`src/rtl/sadc_pkg.sv`:
```
package sadc_pkg;

  typedef enum logic [1:0] {
    FR_IDLE  = 2'd0,
    FR_SHIFT = 2'd1,
    FR_DONE  = 2'd2
  } fr_state_e;

  // True when the given position is the last bit slot of a frame.
  function automatic logic is_last_slot(input int unsigned pos, input int unsigned frame_bits);
    return pos == frame_bits - 1;
  endfunction

endpackage

```
`src/rtl/sadc_sync.sv`:
```
module sadc_sync #(
  parameter int        WIDTH   = 2,
  parameter int        STAGES  = 2,
  parameter logic [WIDTH-1:0] RST_VAL = '0
) (
  input  logic             clk,
  input  logic             rst_n,
  input  logic [WIDTH-1:0] din,
  output logic [WIDTH-1:0] dout
);

  generate
    if (STAGES == 0) begin : g_bypass
      assign dout = din;
    end else begin : g_chain
      logic [WIDTH-1:0] chain [STAGES];
      for (genvar g = 0; g < STAGES; g++) begin : g_stage
        always_ff @(posedge clk or negedge rst_n) begin
          if (!rst_n) begin
            chain[g] <= RST_VAL;
          end else if (g == 0) begin
            chain[g] <= din;
          end else begin
            chain[g] <= chain[(g > 0) ? g - 1 : 0];
          end
        end
      end
      assign dout = chain[STAGES-1];
    end
  endgenerate

endmodule

```
`src/rtl/sadc_edges.sv`:
```
module sadc_edges (
  input  logic clk,
  input  logic rst_n,
  input  logic sclk_s,
  input  logic conv_n_s,
  output logic sclk_rise,
  output logic sclk_fall,
  output logic conv_fall,
  output logic sclk_level
);

  logic sclk_d;
  logic conv_n_d;

  always_ff @(posedge clk or negedge rst_n) begin
    if (!rst_n) begin
      sclk_d   <= 1'b0;
      conv_n_d <= 1'b1;
    end else begin
      sclk_d   <= sclk_s;
      conv_n_d <= conv_n_s;
    end
  end

  assign sclk_rise  = sclk_s & ~sclk_d;
  assign sclk_fall  = ~sclk_s & sclk_d;
  assign conv_fall  = ~conv_n_s & conv_n_d;
  assign sclk_level = sclk_d;

endmodule

```
`src/rtl/sadc_frame.sv`:
```
module sadc_frame
  import sadc_pkg::*;
#(
  parameter int RES_BITS   = 14,
  parameter int LEAD_ZEROS = 2,
  parameter bit TWOS_COMP  = 1'b1,
  localparam int FRAME_BITS = RES_BITS + LEAD_ZEROS,
  localparam int POS_W      = $clog2(FRAME_BITS + 1)
) (
  input  logic                clk,
  input  logic                rst_n,
  input  logic                ev_rise,
  input  logic                ev_fall,
  input  logic                ev_clear,
  input  logic                load,
  input  logic [RES_BITS-1:0] result_in,
  output logic                sdata,
  output logic                sdata_oe,
  output logic                frame_end,
  output logic [POS_W-1:0]    frame_pos
);

  // Offset binary in; optional MSB inversion gives two's complement.
  function automatic logic [RES_BITS-1:0] format_code(input logic [RES_BITS-1:0] raw);
    logic [RES_BITS-1:0] r;
    r = raw;
    if (TWOS_COMP) r[RES_BITS-1] = ~raw[RES_BITS-1];
    return r;
  endfunction

  fr_state_e             state_q;
  logic [RES_BITS-1:0]   hold_q;
  logic [FRAME_BITS-1:0] shreg_q;
  logic [POS_W-1:0]      pos_q;
  logic                  last_slot;

  assign last_slot = is_last_slot(int'(pos_q), FRAME_BITS);

  always_ff @(posedge clk or negedge rst_n) begin
    if (!rst_n) begin
      hold_q <= '0;
    end else if (load) begin
      hold_q <= format_code(result_in);
    end
  end

  always_ff @(posedge clk or negedge rst_n) begin
    if (!rst_n) begin
      state_q <= FR_IDLE;
      shreg_q <= '0;
      pos_q   <= '0;
    end else if (ev_clear) begin
      state_q <= FR_IDLE;
      pos_q   <= '0;
    end else begin
      unique case (state_q)
        FR_IDLE, FR_DONE: begin
          if (ev_rise) begin
            shreg_q <= FRAME_BITS'(hold_q);
            pos_q   <= '0;
            state_q <= FR_SHIFT;
          end
        end
        FR_SHIFT: begin
          if (ev_fall) begin
            if (last_slot) begin
              pos_q   <= POS_W'(FRAME_BITS);
              state_q <= FR_DONE;
            end else begin
              shreg_q <= shreg_q << 1;
              pos_q   <= pos_q + 1'b1;
            end
          end
        end
        default: state_q <= FR_IDLE;
      endcase
    end
  end

  assign sdata_oe  = (state_q == FR_SHIFT);
  assign sdata     = sdata_oe & shreg_q[FRAME_BITS-1];
  assign frame_end = (state_q == FR_SHIFT) & ev_fall & last_slot & ~ev_clear;
  assign frame_pos = pos_q;

endmodule

```
`src/rtl/sadc_outport.sv`:
```
module sadc_outport #(
  parameter int RES_BITS    = 14,
  parameter int LEAD_ZEROS  = 2,
  parameter bit TWOS_COMP   = 1'b1,
  parameter int SYNC_STAGES = 2
) (
  input  logic                clk,
  input  logic                rst_n,
  input  logic                sclk,
  input  logic                conv_start_n,
  input  logic                result_load,
  input  logic [RES_BITS-1:0] result_in,
  output logic                sdata,
  output logic                sdata_oe
);

  localparam int FRAME_BITS = RES_BITS + LEAD_ZEROS;
  localparam int POS_W      = $clog2(FRAME_BITS + 1);

  logic [1:0]       pins_s;
  logic             ev_rise;
  logic             ev_fall;
  logic             conv_fall;
  logic             sclk_level;
  logic             ev_clear;
  logic             ev_frame_end;
  logic [POS_W-1:0] frame_pos;

  sadc_sync #(
    .WIDTH  (2),
    .STAGES (SYNC_STAGES),
    .RST_VAL(2'b10)
  ) u_sync (
    .clk  (clk),
    .rst_n(rst_n),
    .din  ({conv_start_n, sclk}),
    .dout (pins_s)
  );

  sadc_edges u_edges (
    .clk       (clk),
    .rst_n     (rst_n),
    .sclk_s    (pins_s[0]),
    .conv_n_s  (pins_s[1]),
    .sclk_rise (ev_rise),
    .sclk_fall (ev_fall),
    .conv_fall (conv_fall),
    .sclk_level(sclk_level)
  );

  // Re-alignment only counts when the serial clock sits low.
  assign ev_clear = conv_fall & ~sclk_level & ~ev_rise;

  sadc_frame #(
    .RES_BITS  (RES_BITS),
    .LEAD_ZEROS(LEAD_ZEROS),
    .TWOS_COMP (TWOS_COMP)
  ) u_frame (
    .clk      (clk),
    .rst_n    (rst_n),
    .ev_rise  (ev_rise),
    .ev_fall  (ev_fall),
    .ev_clear (ev_clear),
    .load     (result_load),
    .result_in(result_in),
    .sdata    (sdata),
    .sdata_oe (sdata_oe),
    .frame_end(ev_frame_end),
    .frame_pos(frame_pos)
  );

endmodule

```
`config.mk`:
```
export PLATFORM = sky130hd
export DESIGN_NAME = sadc_outport
export DESIGN_NICKNAME = d
export VERILOG_FILES = /design/src/rtl/sadc_pkg.sv /design/src/rtl/sadc_sync.sv /design/src/rtl/sadc_edges.sv /design/src/rtl/sadc_frame.sv /design/src/rtl/sadc_outport.sv
export SDC_FILE = /design/constraint.sdc
export NUM_CORES = 1
export LEC_CHECK = 0
export BUFFER_PORTS_ARGS = -buffer_cell sky130_fd_sc_hd__buf_2
export CAP_MARGIN = 20
export CORE_ASPECT_RATIO = 0.6
export CORE_MARGIN = 10
export CORE_UTILIZATION = 25
export CTS_BUF_LIST = sky130_fd_sc_hd__clkbuf_8
export CTS_CLUSTER_DIAMETER = 60
export CTS_CLUSTER_SIZE = 40
export DETAILED_ROUTE_END_ITERATION = 10
export PLACE_DENSITY = 0.38
export SLEW_MARGIN = 40
export SYNTH_ARGS = -nofsm -noshare
export SYNTH_HDL_FRONTEND = slang
export SYNTH_SLANG_ARGS = --single-unit
```
`constraint.sdc`:
```
create_clock -name clk -period 2.53 [get_ports clk]
set_input_delay 0.3795 -clock clk [delete_from_list [all_inputs] [get_ports clk]]
set_output_delay 0.3795 -clock clk [all_outputs]
set_load 0.005 [all_outputs]
```
==> results.cfg <==
[outcome]
status = finished, final reports clean

[drt]
wl_per_cell_microns = 13.5
drtIter0Drc = 40
drc = 0
drt-total-wl_microns = 3600
dr.pass1.iters = 4
vias = 1085
via_per_inst = 4.08
antenna_left = 0

[floorplanning]
coreArea_sq_um = 7360
start_util_pct = 26.0
dieArea_sq_um = 11600
ioPinCount = 21
die_y_microns = 87.7
rows = 24
die_x_microns = 133

[cts]
cts_resized = 0
cts_buffers = 5
clock_sinks = 43
cts_root_buf = clkbuf_8
post-cts-setup-buffer-count = 0
cts.clk_slew.worst_paths_ns = 0.09
insertion_delay_ns = 0.29
cts_hold_buf = 0
ctsHtreeMaxLevel = 2
clockBufferDepth = 2
cts_tree = done

[layout]
most-common-layout-cells = dfrtp_1 (40), mux2_2 (31), buf_2 (20)
layout_commonest_cell = dfrtp_1
fillCellCount = 755
utilization_pct = 30.4
post_route_cells_drive_above_1_share_pct = 48.8
diodes = 0
area_delta_synth_final_pct = 17.0
fin_nets = 182

[timing]
maxSlewHeadroom_pct = 59.9
min_period_ns = 2.10
rsz0062_at_grt = no
finClkSkew_ns = 0.00621
setup_viol = 0
tightest_slew_ns = 0.600
final_hold_viol_count = 0
drv_slew = 0
fmax_mhz = 475
tns_ns = 0
period_share_pct = 83.2

[yosys]
synth-edff-count = 0
yosysWarningCount = 0
synth_flop_cell = dfrtp_1
yosysTopAreaCellShare_pct = 52.4
synth_area_sq_um = 1910
seq_area_frac_synth_pct = 56.6
synth_seq_cells = 43
yosys-top-cells-area = dfrtp_1 (52%), mux2_2 (18%), mux2_4 (6.3%)
synth_cells = 132
avgSynthCellArea_sq_um = 14.5
syn_nets = 153
synth_top_area_cell = dfrtp_1
ys_types = 33
synthArstFlopShare_pct = 100

[global_route]
grt_first_pass_wirelength_microns = 6180
grt_max_degree = 18
gr-total-overflow = 0
grt_antenna_before_repair = 0
grt_use_total_pct = 6.61
grt_pass1_vias = 1207

[power]
powerDensity_nw_per_um2 = 820
ir_worst_vdd_uv = 245
p_sw_w = 0.000488
combinationalPowerShare_pct = 25.2
clkPwrFrac_pct = 23.1
p_leak_nw = 0.979
internal_power_w = 0.00135
seqPwrFrac_pct = 51.7
swShare_pct = 26.6

[setup_path]
required_ns = 2.71
path_class = reg -> reg
timing.rr.start = u_frame.frame_pos[0]
crit_arrival_ns = 2.28
worstSetupEndpointType = flip-flop
ff2ff_path_depth = 5
r2r_slack_ns = 0.43
worst-path-max-fanout = 15
cp-start-kind = flip-flop
reg2reg_to = u_frame.shreg_q[5]

[run]
drv_cap = 0

[worst_hold_path]
hold_class = in -> async

[place]
hpwl_microns = 2680
portBuffers = 20
place.gp.congestion = 0.751
[sequential cells by signal (all words and copies together) (netlist names)]
| register | count |
|---|---|
| u_frame.state_q | 2 |
| u_frame.shreg_q | 16 |
| u_edges.sclk_level | 1 |
| u_frame.hold_q | 14 |
| u_frame.frame_pos | 5 |
| u_sync.g_chain.chain | 2 |
| u_edges.conv_n_d | 1 |
| u_sync.dout | 2 |
[layout make-up]
| cell class | count | area [sq um] | share of cell area [%] |
|---|---|---|---|
| clock buffer | 5 | 68.8 | 3.08 |
| clock inverter | 3 | 16.3 | 0.728 |
| inverter | 7 | 26.3 | 1.18 |
| multi-input combinational | 78 | 768 | 34.4 |
| sequential | 43 | 1080 | 48.3 |
| tap | 104 | 130 | 5.82 |
| timing repair buffer | 26 | 145 | 6.49 |
[worst max path at each step]
stage	startpoint	end	slack (ns)	cells past startpoint
after floorplan	u_frame.frame_pos[0]	u_frame.shreg_q[10]	0.69	6
after global placement	u_frame.frame_pos[0]	u_frame.shreg_q[4]	0.45	5
after detailed placement	u_frame.frame_pos[0]	u_frame.shreg_q[5]	0.39	5
after CTS	u_frame.frame_pos[0]	u_frame.shreg_q[5]	0.38	5
after global routing	u_frame.frame_pos[0]	u_frame.shreg_q[5]	0.30	5
final	u_frame.frame_pos[0]	u_frame.shreg_q[5]	0.43	5
[through the flow]
stage,std cells,power [W],hold slack (ns),area (sq um),worst slack [ns]
after floorplan,132,0.00131,0.0839,1910,0.691
after global placement,258,0.00142,0.327,2150,0.447
after detailed placement,258,0.00143,0.331,2150,0.390
after CTS,266,0.00188,0.00618,2230,0.383
after global routing,266,0.00198,0.0123,2230,0.295
final,266,0.00183,0.00204,2230,0.425
[layer usage]
metal	up-vias	track usage (%)	part of all wire, %
met5	-	0	0
met4	0	2.98	1.2
met3	2	2.11	3.3
met2	18	9.23	42
met1	539	9.08	54
li1	526	-	-
[cells by family after synthesis]
family / count (synthesis) / synth area share (%)
AO/OA/AOI/OAI: 11 / 4.65
flip-flops: 43 / 56.6
XOR/XNOR: 1 / 0.459
adder cells (fa/ha/maj): 2 / 1.31
AND/OR/NAND/NOR: 21 / 7.08
multiplexers: 43 / 26.7
buffers and inverters: 11 / 3.21
[power groups by stage]
stage / combinational, W / clock, W / sequential [W]
floorplan: 0.000379 / 0 / 0.000931
global placement: 0.000460 / 0 / 0.000959
detailed placement: 0.000471 / 0 / 0.000964
CTS: 0.000472 / 0.000456 / 0.000951
global route: 0.000513 / 0.000488 / 0.000976
finish: 0.000461 / 0.000423 / 0.000948
[Yosys cell counts, types with 2 or more instances]
cell / number
nor3_1: 2
nor2_1: 2
dfrtp_1: 40
buf_2: 3
nand2_1: 5
mux2i_1: 3
mux2_2: 31
a22o_1: 2
nor2b_1: 2
inv_1: 7
dfstp_2: 3
o21ai_0: 3
ha_1: 2
mux2_4: 8
[worst max-delay path, cell delays in order, from the launching register on]
cell and delay, ns:
dfrtp_1 0.41, ha_1 0.23, and3_1 0.19, ha_1 0.24
o21ai_4 0.53, mux2_2 0.41
(Power assumes the default switching activity.)
